--- src/rtl/coh_pkg.sv ---
package coh_pkg;
    typedef enum logic [1:0] {
        LN_INV = 2'd0,
        LN_SHD = 2'd1,
        LN_MOD = 2'd2
    } line_st_e;

    typedef enum logic [2:0] {
        BC_NONE = 3'd0,
        BC_RD   = 3'd1,
        BC_RDX  = 3'd2,
        BC_UPG  = 3'd3,
        BC_WB   = 3'd4
    } bus_cmd_e;

    typedef enum logic [1:0] {
        OP_RD    = 2'd0,
        OP_WR    = 2'd1,
        OP_FLUSH = 2'd2
    } cpu_op_e;

    typedef enum logic [2:0] {
        F_IDLE,
        F_UPG,
        F_EVICT,
        F_FILL,
        F_RESP
    } fsm_st_e;
endpackage

--- src/rtl/coh_line_store.sv ---
module coh_line_store
    import coh_pkg::*;
#(
    parameter int ADDR_W = 8,
    parameter int DATA_W = 8,
    parameter int LINES  = 4,
    localparam int IDX_W = $clog2(LINES),
    localparam int TAG_W = ADDR_W - IDX_W
) (
    input  logic              clk,
    input  logic              rst_n,
    input  logic [IDX_W-1:0]  rd_idx,
    output line_st_e          rd_st,
    output logic [TAG_W-1:0]  rd_tag,
    output logic [DATA_W-1:0] rd_data,
    input  logic              wr_en,
    input  logic [IDX_W-1:0]  wr_idx,
    input  logic [TAG_W-1:0]  wr_tag,
    input  logic [DATA_W-1:0] wr_data,
    input  line_st_e          wr_st,
    input  logic              snp_valid,
    input  bus_cmd_e          snp_cmd,
    input  logic [ADDR_W-1:0] snp_addr,
    output logic              snp_flush,
    output logic [DATA_W-1:0] snp_data
);
    line_st_e          st_q  [LINES];
    logic [TAG_W-1:0]  tag_q [LINES];
    logic [DATA_W-1:0] dat_q [LINES];

    logic [IDX_W-1:0] snp_idx;
    logic [TAG_W-1:0] snp_tag;
    logic             snp_hit, snp_rd, snp_kill;

    assign snp_idx  = snp_addr[IDX_W-1:0];
    assign snp_tag  = snp_addr[ADDR_W-1:IDX_W];
    assign snp_hit  = snp_valid && (st_q[snp_idx] != LN_INV) && (tag_q[snp_idx] == snp_tag);
    assign snp_rd   = (snp_cmd == BC_RD);
    assign snp_kill = (snp_cmd == BC_RDX) || (snp_cmd == BC_UPG);

    // dirty owner supplies data for any snooped fetch
    assign snp_flush = snp_hit && (st_q[snp_idx] == LN_MOD) && (snp_rd || snp_cmd == BC_RDX);
    assign snp_data  = dat_q[snp_idx];

    assign rd_st   = st_q[rd_idx];
    assign rd_tag  = tag_q[rd_idx];
    assign rd_data = dat_q[rd_idx];

    // state array: the snoop update is written last so it wins on a shared index
    always_ff @(posedge clk) begin
        if (!rst_n) begin
            for (int i = 0; i < LINES; i++) st_q[i] <= LN_INV;
        end else begin
            if (wr_en) st_q[wr_idx] <= wr_st;
            if (snp_hit && snp_kill) begin
                st_q[snp_idx] <= LN_INV;
            end else if (snp_hit && snp_rd && st_q[snp_idx] == LN_MOD) begin
                st_q[snp_idx] <= LN_SHD;
            end
        end
    end

    always_ff @(posedge clk) begin
        if (wr_en) begin
            tag_q[wr_idx] <= wr_tag;
            dat_q[wr_idx] <= wr_data;
        end
    end

    // after supplying dirty data the line is no longer modified
    a_r6_flush_leaves_mod: assert property (@(posedge clk) disable iff (!rst_n)
        snp_flush |=> st_q[$past(snp_idx)] != LN_MOD);

    // a matching invalidating snoop leaves the line invalid
    a_r5_snoop_kills: assert property (@(posedge clk) disable iff (!rst_n)
        (snp_hit && snp_kill) |=> st_q[$past(snp_idx)] == LN_INV);
endmodule

--- src/rtl/coh_ctrl_fsm.sv ---
module coh_ctrl_fsm
    import coh_pkg::*;
#(
    parameter int ADDR_W = 8,
    parameter int DATA_W = 8,
    parameter int LINES  = 4,
    localparam int IDX_W = $clog2(LINES),
    localparam int TAG_W = ADDR_W - IDX_W
) (
    input  logic              clk,
    input  logic              rst_n,
    input  logic              cpu_req,
    input  cpu_op_e           cpu_op,
    input  logic [ADDR_W-1:0] cpu_addr,
    input  logic [DATA_W-1:0] cpu_wdata,
    output logic              cpu_done,
    output logic              bus_req,
    input  logic              bus_gnt,
    output bus_cmd_e          bus_cmd,
    output logic [ADDR_W-1:0] bus_addr,
    output logic [DATA_W-1:0] bus_wdata,
    input  logic [DATA_W-1:0] bus_rdata,
    input  logic              snp_valid,
    input  line_st_e          rd_st,
    input  logic [TAG_W-1:0]  rd_tag,
    input  logic [DATA_W-1:0] rd_data,
    output logic              wr_en,
    output logic [TAG_W-1:0]  wr_tag,
    output logic [DATA_W-1:0] wr_data,
    output line_st_e          wr_st
);
    fsm_st_e st_q, st_d;

    logic [IDX_W-1:0] idx;
    logic [TAG_W-1:0] tag;
    logic             hit, is_wr, is_fl;

    assign idx   = cpu_addr[IDX_W-1:0];
    assign tag   = cpu_addr[ADDR_W-1:IDX_W];
    assign hit   = (rd_st != LN_INV) && (rd_tag == tag);
    assign is_wr = (cpu_op == OP_WR);
    assign is_fl = (cpu_op == OP_FLUSH);

    always_ff @(posedge clk) begin
        if (!rst_n) st_q <= F_IDLE;
        else        st_q <= st_d;
    end

    always_comb begin
        st_d      = st_q;
        cpu_done  = 1'b0;
        bus_req   = 1'b0;
        bus_cmd   = BC_NONE;
        bus_addr  = cpu_addr;
        bus_wdata = cpu_wdata;
        wr_en     = 1'b0;
        wr_tag    = tag;
        wr_data   = rd_data;
        wr_st     = rd_st;
        unique case (st_q)
            F_IDLE: begin
                if (cpu_req && !snp_valid) begin
                    case (cpu_op)
                        OP_RD: begin
                            if (hit)                  st_d = F_RESP;
                            else if (rd_st == LN_MOD) st_d = F_EVICT;
                            else                      st_d = F_FILL;
                        end
                        OP_WR: begin
                            if (hit && rd_st == LN_MOD) begin
                                wr_en   = 1'b1;
                                wr_data = cpu_wdata;
                                st_d    = F_RESP;
                            end else if (hit) begin
                                st_d = F_UPG;
                            end else if (rd_st == LN_MOD) begin
                                st_d = F_EVICT;
                            end else begin
                                st_d = F_FILL;
                            end
                        end
                        OP_FLUSH: begin
                            if (hit && rd_st == LN_MOD) begin
                                st_d = F_EVICT;
                            end else begin
                                if (hit) begin
                                    wr_en = 1'b1;
                                    wr_st = LN_INV;
                                end
                                st_d = F_RESP;
                            end
                        end
                        default: st_d = F_RESP;
                    endcase
                end
            end
            F_UPG: begin
                if (!(hit && rd_st == LN_SHD)) begin
                    st_d = F_FILL;
                end else begin
                    bus_req = 1'b1;
                    bus_cmd = BC_UPG;
                    if (bus_gnt) begin
                        wr_en   = 1'b1;
                        wr_data = cpu_wdata;
                        wr_st   = LN_MOD;
                        st_d    = F_RESP;
                    end
                end
            end
            F_EVICT: begin
                if (rd_st == LN_MOD) begin
                    bus_req   = 1'b1;
                    bus_cmd   = BC_WB;
                    bus_addr  = {rd_tag, idx};
                    bus_wdata = rd_data;
                end
                if (rd_st != LN_MOD || bus_gnt) begin
                    wr_en  = 1'b1;
                    wr_tag = rd_tag;
                    wr_st  = LN_INV;
                    st_d   = is_fl ? F_RESP : F_FILL;
                end
            end
            F_FILL: begin
                bus_req = 1'b1;
                bus_cmd = is_wr ? BC_RDX : BC_RD;
                if (bus_gnt) begin
                    wr_en   = 1'b1;
                    wr_data = is_wr ? cpu_wdata : bus_rdata;
                    wr_st   = is_wr ? LN_MOD : LN_SHD;
                    st_d    = F_RESP;
                end
            end
            F_RESP: begin
                cpu_done = 1'b1;
                st_d     = F_IDLE;
            end
            default: st_d = F_IDLE;
        endcase
    end

    // an ungranted request is held unchanged unless a snoop alters the line
    a_r10_req_held: assert property (@(posedge clk) disable iff (!rst_n)
        (bus_req && !bus_gnt && !snp_valid) |=> bus_req);

    a_r10_addr_cmd_stable: assert property (@(posedge clk) disable iff (!rst_n)
        (bus_req && !bus_gnt && !snp_valid) |=> ($stable(bus_addr) && $stable(bus_cmd)));

    // a snoop cycle in idle cannot complete a processor request next cycle
    a_r11_snoop_first: assert property (@(posedge clk) disable iff (!rst_n)
        (st_q == F_IDLE && snp_valid) |=> !cpu_done);

    // completion is a single-cycle pulse
    a_r2_done_pulse: assert property (@(posedge clk) disable iff (!rst_n)
        cpu_done |=> !cpu_done);
endmodule

--- src/rtl/coh_snoop_ctrl.sv ---
module coh_snoop_ctrl
    import coh_pkg::*;
#(
    parameter int ADDR_W = 8,
    parameter int DATA_W = 8,
    parameter int LINES  = 4
) (
    input  logic              clk,
    input  logic              rst_n,
    input  logic              cpu_req,
    input  logic [1:0]        cpu_op,
    input  logic [ADDR_W-1:0] cpu_addr,
    input  logic [DATA_W-1:0] cpu_wdata,
    output logic              cpu_done,
    output logic [DATA_W-1:0] cpu_rdata,
    output logic              bus_req,
    input  logic              bus_gnt,
    output logic [2:0]        bus_cmd,
    output logic [ADDR_W-1:0] bus_addr,
    output logic [DATA_W-1:0] bus_wdata,
    input  logic [DATA_W-1:0] bus_rdata,
    input  logic              snp_valid,
    input  logic [2:0]        snp_cmd,
    input  logic [ADDR_W-1:0] snp_addr,
    output logic              snp_flush,
    output logic [DATA_W-1:0] snp_data
);
    localparam int IDX_W = $clog2(LINES);
    localparam int TAG_W = ADDR_W - IDX_W;

    line_st_e          rd_st, wr_st;
    logic [TAG_W-1:0]  rd_tag, wr_tag;
    logic [DATA_W-1:0] rd_data, wr_data;
    logic              wr_en;
    bus_cmd_e          cmd_w;

    assign bus_cmd = cmd_w;

    coh_line_store #(.ADDR_W(ADDR_W), .DATA_W(DATA_W), .LINES(LINES)) u_store (
        .clk       (clk),
        .rst_n     (rst_n),
        .rd_idx    (cpu_addr[IDX_W-1:0]),
        .rd_st     (rd_st),
        .rd_tag    (rd_tag),
        .rd_data   (rd_data),
        .wr_en     (wr_en),
        .wr_idx    (cpu_addr[IDX_W-1:0]),
        .wr_tag    (wr_tag),
        .wr_data   (wr_data),
        .wr_st     (wr_st),
        .snp_valid (snp_valid),
        .snp_cmd   (bus_cmd_e'(snp_cmd)),
        .snp_addr  (snp_addr),
        .snp_flush (snp_flush),
        .snp_data  (snp_data)
    );

    coh_ctrl_fsm #(.ADDR_W(ADDR_W), .DATA_W(DATA_W), .LINES(LINES)) u_fsm (
        .clk       (clk),
        .rst_n     (rst_n),
        .cpu_req   (cpu_req),
        .cpu_op    (cpu_op_e'(cpu_op)),
        .cpu_addr  (cpu_addr),
        .cpu_wdata (cpu_wdata),
        .cpu_done  (cpu_done),
        .bus_req   (bus_req),
        .bus_gnt   (bus_gnt),
        .bus_cmd   (cmd_w),
        .bus_addr  (bus_addr),
        .bus_wdata (bus_wdata),
        .bus_rdata (bus_rdata),
        .snp_valid (snp_valid),
        .rd_st     (rd_st),
        .rd_tag    (rd_tag),
        .rd_data   (rd_data),
        .wr_en     (wr_en),
        .wr_tag    (wr_tag),
        .wr_data   (wr_data),
        .wr_st     (wr_st)
    );

    assign cpu_rdata = rd_data;
endmodule

--- config.mk ---
export PLATFORM = sky130hd
export DESIGN_NAME = coh_snoop_ctrl
export DESIGN_NICKNAME = d
export VERILOG_FILES = /design/src/rtl/coh_pkg.sv /design/src/rtl/coh_line_store.sv /design/src/rtl/coh_ctrl_fsm.sv /design/src/rtl/coh_snoop_ctrl.sv
export SDC_FILE = /design/constraint.sdc
export NUM_CORES = 1
export LEC_CHECK = 0
export BUFFER_PORTS_ARGS = -buffer_cell sky130_fd_sc_hd__buf_2
export CAP_MARGIN = 10
export CORE_MARGIN = 2
export CORE_UTILIZATION = 30
export CTS_BUF_LIST = sky130_fd_sc_hd__clkbuf_4 sky130_fd_sc_hd__clkbuf_8
export CTS_CLUSTER_SIZE = 25
export DETAILED_ROUTE_END_ITERATION = 7
export PLACE_DENSITY = 0.47
export SLEW_MARGIN = 20
export SYNTH_ARGS = -nofsm -noshare
export SYNTH_HDL_FRONTEND = slang
export SYNTH_HIERARCHICAL = 1
export SYNTH_SLANG_ARGS = --single-unit
--- constraint.sdc ---
create_clock -name clk -period 6.53 [get_ports clk]
set_clock_uncertainty 0.05 [all_clocks]
set_input_delay 0.3265 -clock clk [delete_from_list [all_inputs] [get_ports clk]]
set_output_delay 0.3265 -clock clk [all_outputs]
set_load 0.01 [all_outputs]
======== Word level (Yosys, flattened, before mapping) ========
Memory sizes are Yosys's and may differ from the RTL's.
Index checks and enable logic that the tools add are counted.
W data, S select, Z words.
operators by class
  eq/ne operators ......................... 17
  mux-type cells .......................... 72
  bitwise gates (word level) .............. 1
  reduce and logical (&&, ||, !) cells .... 22
operators with widths
  cell                  count
  $mux W8               11
  $mux W2               16
  $mux W3               10
  $mux W1               25
  $pmux W8 S3           1
  $pmux W3 S3           2
  $eq A3 B2 Y1 const B  4
  $eq A6 B6 Y1          2
  $mux W6               2
  $pmux W3 S4           1
  $logic_and A1 B1 Y1   11
  $pmux W2 S4           1
  $eq A2 B2 Y1 const B  3
  $eq A3 B1 Y1 const B  2
  $eq A2 B1 Y1 const B  2
  $ne A2 B1 Y1 const B  2
  $pmux W1 S4           1
  $reduce_bool A2 Y1    2
  $reduce_or A2 Y1      2
  $eq A3 B3 Y1 const B  1
  $logic_not A3 Y1      1
  $logic_or A1 B1 Y1    3
  $pmux W1 S3           1
  $logic_not A2 Y1      1
  other kinds (5)       5
word-level totals
  bits in registers ....................... 3
  RAM bits ................................ 64
  logic and storage cells ................. 116
  memories kept ........................... 3
memories
  name           depth  width  rd ports  clocked after memory_dff  wr ports  line                  RTL
  u_store.dat_q  4      8      2         0                         1         coh_line_store.sv:29  logic [DATA_W-1:0] dat_q [LINES];
  u_store.tag_q  4      6      2         0                         1         coh_line_store.sv:28  logic [TAG_W-1:0] tag_q [LINES];
  u_store.st_q   4      2      2         0                         4         coh_line_store.sv:27  line_st_e st_q [LINES];

======== Longest topological paths before layout ========
Gate-level depths: netlist of the first run.
An unclocked memory read counts as a cell.
  depth in word-level cells ............... 13
  depth in mapped cells ................... 13

======== Modules after synthesis ========
Netlist of the first run, hierarchy kept.
modules (own cells, without submodules)
  module          instances  cells an instance  area an instance (um^2)  sequential area each (um^2)
  coh_line_store  1          203                3,313.2                  1,881.8
  coh_ctrl_fsm    1          163                1,207.4                  60.1

======== Worst setup path before layout of the first run ========
OpenSTA, ideal clock, no wires.
  kind .................................... input-to-reg
  start ................................... input cpu_addr[0]
  end ..................................... memory u_store/st_q[2][1] (netlist bit)
  setup time .............................. 116 ps
  arrival ................................. 3,968 ps
  data required time ...................... 6,364 ps
  slack ................................... 2,395 ps
  stages on the path ...................... 13
  cell sequence ........................... clkbuf_1 buf_2 mux4_2 xor2_1 nor4_4 nand3_1 nor3_1 a211o_1 nand2_1 or2_2 inv_1 mux2_2 o211a_1
RTL lines
  what                line                  RTL
  start: declaration  coh_snoop_ctrl.sv:12  input logic [ADDR_W-1:0] cpu_addr,
  end: declaration    coh_line_store.sv:27

==> impl_metrics.toml, run 1 <==
[finish]
n_antenna_cell = 0
fin_cells = 622
multiInputGateArea_sq_mm = 0.00237
seqCellArea_sq_mm = 0.00194
area_delta_synth_final_pct = 14.7
nNetsFinal = 479
fillers = 1482
drive_gt1_share_pct = 35.8

[synthesis]
yosys.area_share.adder_pct = 1.11
syn_nets = 412
ys_ff_latch = 67
yosysWarnings = 6
yosysSeqAreaShare_pct = 43.0
syn_inst = 366
synth_top_area_share_pct = 39.9
synth-main-ff-cell = "edfxtp_1"
synth_edf_count = 60
yosysTopAreaCell = "edfxtp_1"
synth-simple-area-share_pct = 12.9
synthXorXnorAreaFrac_pct = 3.29
synthTopCellsByArea = "edfxtp_1, mux4_2, mux2_2"
synth_top_family_by_area = "multiplexers"
yosysMostFrequentCell = "edfxtp_1"
synth_compound_area_share_pct = 12.2
synth_area_per_cell_sq_um = 12.4
synth_cell_types = 68
netlist_area_sq_mm = 0.00452
synth.area.mux_share_pct = 23.0
synth_common_cells = "edfxtp_1, mux4_2, mux2_2, nand2_1"
async_reset_ff_share_pct = 0

[die]
io-pin-count = 80
die_w_um = 127
fp-row-count = 44
start_util_pct = 30.9
dieArea_sq_mm = 0.0161
coreArea_sq_mm = 0.0146
fp.dieH_um = 127

[detailed_routing]
drc = 0
dr.first_iter.drc_count = 223
dr_total_vias = 3410
routed_via_density = 5.48
ant_nets = 0
routed_wl_mm = 12.7
drt-pass1-iter-count = 5
post_drt_wl_per_cell_um = 20.4

[cts]
ctsHoldBuffers = 0
clkLatencyLatePin_ps = 350
clk_pin_slew_ps = 80
post-cts-setup-buffers = 0
cts_max_path_buffers = 2
cts-resized-gates = 0
cts_tree = "yes"
clock_sinks = 67
numCtsBuffers = 9
root_buffer = "clkbuf_8"
htreeDepth = 3

[setup_path]
end_kind = "register"
startpoint_type = "input port"
crit_type = "input port to register"
crit_fanout = 23
worstPathArrival_ps = 4500
worstPathRequired_ps = 6730

[timing]
timing.final.crit_share_pct = 65.9
relSlewSlack_pct = 37.6
rsz0062_at_grt = "false"
hold_ws_ps = 287
worstMarginPinSlew_ps = 936
fin_ws_ps = 2230
period_minus_slack_ps = 4300
finalSetupViolCount = 0
slew_violations = 0
hold_viol = 0
tns_ps = 0
max_freq_ghz = 0.232

[power_and_ir_drop]
p_sw_mw = 0.277
ir_worst_vdd_mv = 0.139
p_int_mw = 0.725
power_frac_clock_pct = 35.1
power_mw = 1.00
leakage_nw = 1.89
sw_frac_of_total_pct = 27.6
powerDensity_mw_per_mm2 = 193
p_comb_share_pct = 16.5
seq_power_share_pct = 48.4

[global_route]
track_usage_pct = 16.2
grt_max_degree = 30
grt_pass1_vias = 3396
antenna_found_initial = 0
overflow = 0
grt_pass1_wl_mm = 19.7

[placed_design]
post-place-ws_ps = 1820
place_congestion = 0.919
io_buffers = 79
hpwl_mm = 9.05
dp.cells = 606

[job]
maxCapViolCount = 0

[outcome]
run_status = "finished clean"

[min_path]
hold_path_class = "input port to register"
[metrics by stage]
stage,util (%),instance area [sq um]
2_1_floorplan,-,4520
6_report,35.4,5180
3_3_place_gp,34.1,4990
5_1_grt,35.4,5180
3_5_place_dp,34.1,4990
4_1_cts,35.4,5180
[worst paths after layout]
kind                             from                 end  slack [ps]  cells after the start
hold / removal                  rst_n  u_store/st_q[3][1]         290                      2
setup / recovery          cpu_addr[0]  u_store/st_q[2][1]        2230                     12
setup reg to reg  u_store/tag_q[2][2]  u_store/st_q[2][1]        2480                     11
hold reg to reg    u_store/st_q[0][1]  u_store/st_q[0][1]         620                      3
[flip-flops by register name, indices dropped and copies added, names as in the netlist]
signal         cells
u_fsm/st_q         3
u_store/st_q       8
u_store/dat_q     32
u_store/tag_q     24
[final cells by class]
cell class	count	area share, %
clock inverters	7	1.40
inverters	13	0.941
repair buffers	79	7.63
well taps	184	4.44
clock buffers	9	2.39
flip-flops and latches	67	37.5
multi-input cells	263	45.7
[cells by family (layout without fill, tap and decap cells)]
| family | count (synthesis) | in the layout |
|---|---|---|
| adder cells (fa/ha/maj) | 4 | 4 |
| multiplexers | 68 | 68 |
| XOR/XNOR | 17 | 17 |
| AND/OR/NAND/NOR | 104 | 104 |
| AO/OA/AOI/OAI | 70 | 70 |
| flip-flops | 67 | 67 |
| buffers and inverters | 36 | 108 |
[placed cells by master (no fill, tap or decap), drive strengths merged, types with 12 or more instances in the layout]
master,count
edfxtp,60
nor2,19
buf,79
mux4,26
nand2,25
o21ai,17
inv,16
mux2i,18
xor2,15
mux2,24
nand3,12
[power groups by stage]
stage / Sequential (mW) / Clock, mW / Combinational [mW]
2_1_floorplan: 0.489 / 0 / 0.117
3_3_place_gp: 0.495 / 0 / 0.165
3_5_place_dp: 0.495 / 0 / 0.167
4_1_cts: 0.485 / 0.367 / 0.168
5_1_grt: 0.486 / 0.383 / 0.182
6_report: 0.485 / 0.352 / 0.165
[layer usage]
metal  part of all wire (%)  track usage [%]  vias to the layer above
li1                       -                -                     1571
met1                     44             21.0                     1709
met2                     50             27.4                      119
met3                    5.5             3.75                       11
met4                    1.2             4.27                        0
met5                      0                0                        -
[worst max-delay path, stage by stage]
cell and delay, ps:
buf_2 570, mux4_2 630, xor2_1 200, nor4_4 560, nand3_1 300, nor3_1 280, a211o_1 210, nand2_1 60
or2_2 300, inv_1 540, mux2_2 400, o211a_1 110
Power figures use the tool's default switching activity.
==> inputs of run 2 (changes only) <==
- clock period: 6.53 -> 4.4 ns (I/O delays scaled with it)
==> run 2 against run 1 <==
Clock power rose by 70%. Highest routed layer unchanged. Clock-buffer cell count did not move. Register-to-register slack got worse by 1800 ps. Total power rose by 57%. Critical endpoint is now u_store/dat_q[0][3]. Combinational power rose by 52%. First-iteration DRC count rose by 26%. Die area did not move. Largest cell class unchanged.
==> impl_metrics.toml, run 2 (synthesis gave the netlist of run 1 again) <==
[cts]
root_buffer = "clkbuf_8"
cts_tree = "yes"
htreeDepth = 3
ctsHoldBuffers = 0
clkLatencyLatePin_ps = 350
cts_max_path_buffers = 2
post-cts-setup-buffers = 0
clock_sinks = 67
cts-resized-gates = 0
clk_pin_slew_ps = 80
numCtsBuffers = 9

[min_path]
hold_start = "rst_n"
hold-path-cell-count = 2
hold_path_class = "input port to register"
hold_end = "u_store/st_q[0][1]"

[timing]
slew_violations = 0
rsz0062_at_grt = "false"
period_minus_slack_ps = 3690
worstMarginPinSlew_ps = 897
tns_ps = 0
finalSetupViolCount = 0
relSlewSlack_pct = 40.2
timing.final.crit_share_pct = 84.0
hold_viol = 0
max_freq_ghz = 0.271

[power_and_ir_drop]
ir_worst_vdd_mv = 0.191
leakage_nw = 1.96
powerDensity_mw_per_mm2 = 296

[global_route]
grt_max_degree = 30
grt_pass1_vias = 3500
overflow = 0
antenna_found_initial = 0
track_usage_pct = 15.8
grt_pass1_wl_mm = 19.5

[setup_path]
worstPathRequired_ps = 4390
startpoint_type = "register"
worstPathArrival_ps = 3680
critPathLaunch = "u_store/tag_q[2][2]"
reg2reg_from = "u_store/tag_q[2][2]"
rr_endpoint = "u_store/dat_q[0][3]"
r2r_cells = 9
crit_type = "register to register"
crit_fanout = 14
end_kind = "register"
reg2reg_setup_slack_ps = 710

[placed_design]
place_congestion = 0.907
io_buffers = 79
hpwl_mm = 8.94

[detailed_routing]
ant_nets = 0
routed_via_density = 5.39
drt-pass1-iter-count = 4
dr.first_iter.drc_count = 280
post_drt_wl_per_cell_um = 19.8
drc = 0
routed_wl_mm = 12.5
dr_total_vias = 3404

[finish]
drive_gt1_share_pct = 37.5
area_delta_synth_final_pct = 17.1
multiInputGateArea_sq_mm = 0.00237
nNetsFinal = 489
fin_util_pct = 36.2
largest_reg_flops = 32
final_common_cell = "buf_2"
seqCellArea_sq_mm = 0.00194
final_cell_mix = "buf_2, edfxtp_1, mux4_2, nand2_1, mux2_2"
reg_top3 = "u_store/dat_q (32), u_store/tag_q (24), u_store/st_q (8)"
n_antenna_cell = 0
fillers = 1454
largest-register = "u_store/dat_q"

[die]
io-pin-count = 80
fp-row-count = 44
fp.dieH_um = 127
die_w_um = 127
dieArea_sq_mm = 0.0161
coreArea_sq_mm = 0.0146
start_util_pct = 30.9

[outcome]
run_status = "finished clean"

[job]
maxCapViolCount = 0
[run 2: final cells by class]
class	count	share of cell area, %
repair buffers	89	8.89
flip-flops and latches	67	36.7
multi-input cells	263	44.8
clock inverters	7	2.03
inverters	13	0.922
well taps	184	4.35
clock buffers	9	2.34
[run 2: per-stage QoR]
step                      instance area [sq um]  hold WS (ps)  setup slack [ps]  std cells  power, mW
after CTS                                  5290           163               746        632       1.59
after global routing                       5290           182               475        632       1.64
after detailed placement                   5060           546               400        616      0.986
final                                      5290           183               706        632       1.57
after global placement                     5060           545               507        616      0.984
after floorplan                            4520           320               372        366      0.900
[run 2: power breakdown]
| group | internal (mW) | switching, mW | total [mW] |
|---|---|---|---|
| registers | 0.709 | 0.0116 | 0.720 |
| clock network | 0.330 | 0.269 | 0.599 |
| logic | 0.107 | 0.143 | 0.250 |
| total | 1.15 | 0.424 | 1.57 |
[run 2: how the worst max path moves through the flow]
stage / end / slack, ps / cells after the start
2_1_floorplan: u_store/st_q[2][1] / 370 / 13
3_3_place_gp: u_store/dat_q[0][4] / 510 / 10
3_5_place_dp: u_store/dat_q[0][5] / 400 / 10
4_1_cts: u_store/dat_q[0][7] / 750 / 9
5_1_grt: u_store/dat_q[0][2] / 480 / 9
6_report: u_store/dat_q[0][3] / 710 / 9
[run 2: critical path, stage by stage (launching register included)]
cell and delay, ps:
edfxtp_1 410, mux4_2 520, xor2_1 200, nor4_4 590, nand3_1 290, nor3_1 260
a211o_1 210, or3b_2 530, inv_1 80, buf_4 230
[run 2: metal layers]
layer	GRT usage (%)	vias up	wire, um
li1	-	1600	-
met3	3.08	12	577
met4	3.94	0	115
met1	20.6	1678	5600
met2	27.2	114	6220
met5	0	-	0
==> inputs of run 3 (changes only) <==
- PLACE_DENSITY: 0.47 -> 0.49
- clock period: 4.4 -> 3 ns (I/O delays scaled with it)
==> run 3 against run 2 <==
The flow now finishes with violations (setup timing). Maximum frequency rose by 21%. Die area unchanged. Wire length rose by 7.8%. Sequential power rose by 46%. Global-route usage rose by 0.95 points. Register-to-register slack worse by 760 ps.
==> impl_metrics.toml, run 3 (synthesis gave the netlist of run 1 again) <==
[placed_design]
dpl-instance-area_sq_mm = 0.00550
place_congestion = 0.858
io_buffers = 79
hpwl_mm = 9.73

[cts]
clkLatencyLatePin_ps = 340
clk_pin_slew_ps = 80
htreeDepth = 3
cts_tree = "yes"
cts_max_path_buffers = 2
numCtsBuffers = 9
root_buffer = "clkbuf_8"
clock_sinks = 67

[timing]
slew_violations = 0
finalSetupViolCount = 28
worstMarginPinSlew_ps = 484
fin_ws_ps = -49.6
rsz0062_at_grt = "true"
period_minus_slack_ps = 3050
timing.final.crit_share_pct = 102
hold_viol = 0
relSlewSlack_pct = 67.8
max_freq_ghz = 0.328
hold_ws_ps = 129

[job]
maxCapViolCount = 0

[power_and_ir_drop]
seq_power_share_pct = 44.9
powerDensity_mw_per_mm2 = 392
sw_frac_of_total_pct = 26.5
power_frac_clock_pct = 36.0
ir_worst_vdd_mv = 0.167
p_comb_share_pct = 19.1
leakage_nw = 2.26
p_int_mw = 1.73
p_sw_mw = 0.622

[die]
fp-row-count = 44
coreArea_sq_mm = 0.0146
dieArea_sq_mm = 0.0161
die_w_um = 127
io-pin-count = 80
fp.dieH_um = 127
start_util_pct = 30.9

[finish]
area_delta_synth_final_pct = 32.4
drive_gt1_share_pct = 49.2
nNetsFinal = 547
largest-register = "u_store/dat_q"
fin_area_sq_mm = 0.00599
final_cell_mix = "buf_2, edfxtp_1, buf_4, mux4_2, mux2_2"
final_common_cell = "buf_2"
reg_top3 = "u_store/dat_q (32), u_store/tag_q (24), u_store/st_q (8)"
n_antenna_cell = 0
fillers = 1415
largest_reg_flops = 32

[detailed_routing]
post_drt_wl_per_cell_um = 19.5
dr_total_vias = 3645
routed_wl_mm = 13.5
wl_met3_um = 431
wl_met2_mm = 6.84
drc = 0
highest_layer = "met4"
ant_nets = 0
drt-pass1-iter-count = 4
dr.first_iter.drc_count = 295
routed_via_density = 5.28
wirelength_met1_mm = 6.09

[setup_path]
worstPathArrival_ps = 3070
end_kind = "register"
worstPathRequired_ps = 3020
crit_fanout = 7
crit_type = "register to register"
startpoint_type = "register"

[outcome]
violations = "setup timing"
run_status = "complete, but fails checks"

[global_route]
antenna_found_initial = 0
grt_max_degree = 20
grt_pass1_wl_mm = 20.8
track_usage_pct = 16.7
overflow = 0
grt_pass1_vias = 3862

[min_path]
hold_path_class = "input port to register"
[run 3: changes by cell type in the layout (fill, tap and decap cells not counted), moves of 3 or more]
cell        change
xor2_1          -4
nand3_2         +4
nand3_1         -5
inv_1           -4
buf_4          +46
buf_6           +4
buf_12          +6
clkinvlp_4      +3
xor2_2          +4
[run 3: layout make-up]
class                      instances  area [sq um]  area share [%]
timing repair buffer             147          1030            17.2
inverter                          13          56.3           0.941
tap                              184           230            3.85
clock inverter                     6          87.6            1.46
multi-input combinational        263          2510            41.9
sequential                        67          1940            32.4
clock buffer                      10           131            2.19
[run 3: repair_timing]
action	CTS	global route
pin swaps	6	7
hold buffers	0	0
gates cloned	1	1
buffers inserted	8	6
endpoints found under the setup margin	41	103
resized for setup	8	22
[run 3: stage by stage]
step	setup WS [ps]	util, %	setup TNS (ps)	cells	power, mW
global route	-150	40.9	-6640	690	2.44
floorplan	-205	-	-1750	366	1.33
finish	-49.6	40.9	-802	690	2.35
detailed placement	-147	37.5	-3340	660	1.50
CTS	-40.0	39.8	-144	684	2.35
global placement	-98.8	37.5	-2210	660	1.49
[run 3: critical path: stages, from the launching register on]
cell,delay [ps]
edfxtp_1,410
mux4_2,520
xor2_2,190
nor4_4,340
buf_12,150
a41oi_2,90
nor2_1,100
a211o_1,170
buf_6,110
nand2_2,40
or2_4,240
clkinvlp_4,100
buf_12,120
clkbuf_16,150
[run 3: power by group through the flow]
stage	sequential [mW]	combinational [mW]	clock, mW
6_report	1.05	0.447	0.846
5_1_grt	1.06	0.484	0.897
4_1_cts	1.05	0.433	0.867
3_5_place_dp	1.08	0.421	0
3_3_place_gp	1.07	0.419	0
2_1_floorplan	1.07	0.265	0
[run 3: final timing paths]
path,to,slack [ps],cells after the start,from
worst max-delay path,u_store/dat_q[2][3],-50,13,u_store/tag_q[0][1]
worst min-delay path,u_store/st_q[0][1],130,2,rst_n
worst max register to register,u_store/dat_q[2][3],-50,13,u_store/tag_q[0][1]
worst min register to register,u_store/st_q[0][1],570,3,u_store/st_q[0][1]
[run 3: routing by layer]
metal | track usage, % | vias to the layer above
li1 | - | 1709
met1 | 21.7 | 1848
met2 | 29.7 | 78
met3 | 2.83 | 10
met4 | 3.36 | 0
met5 | 0 | -
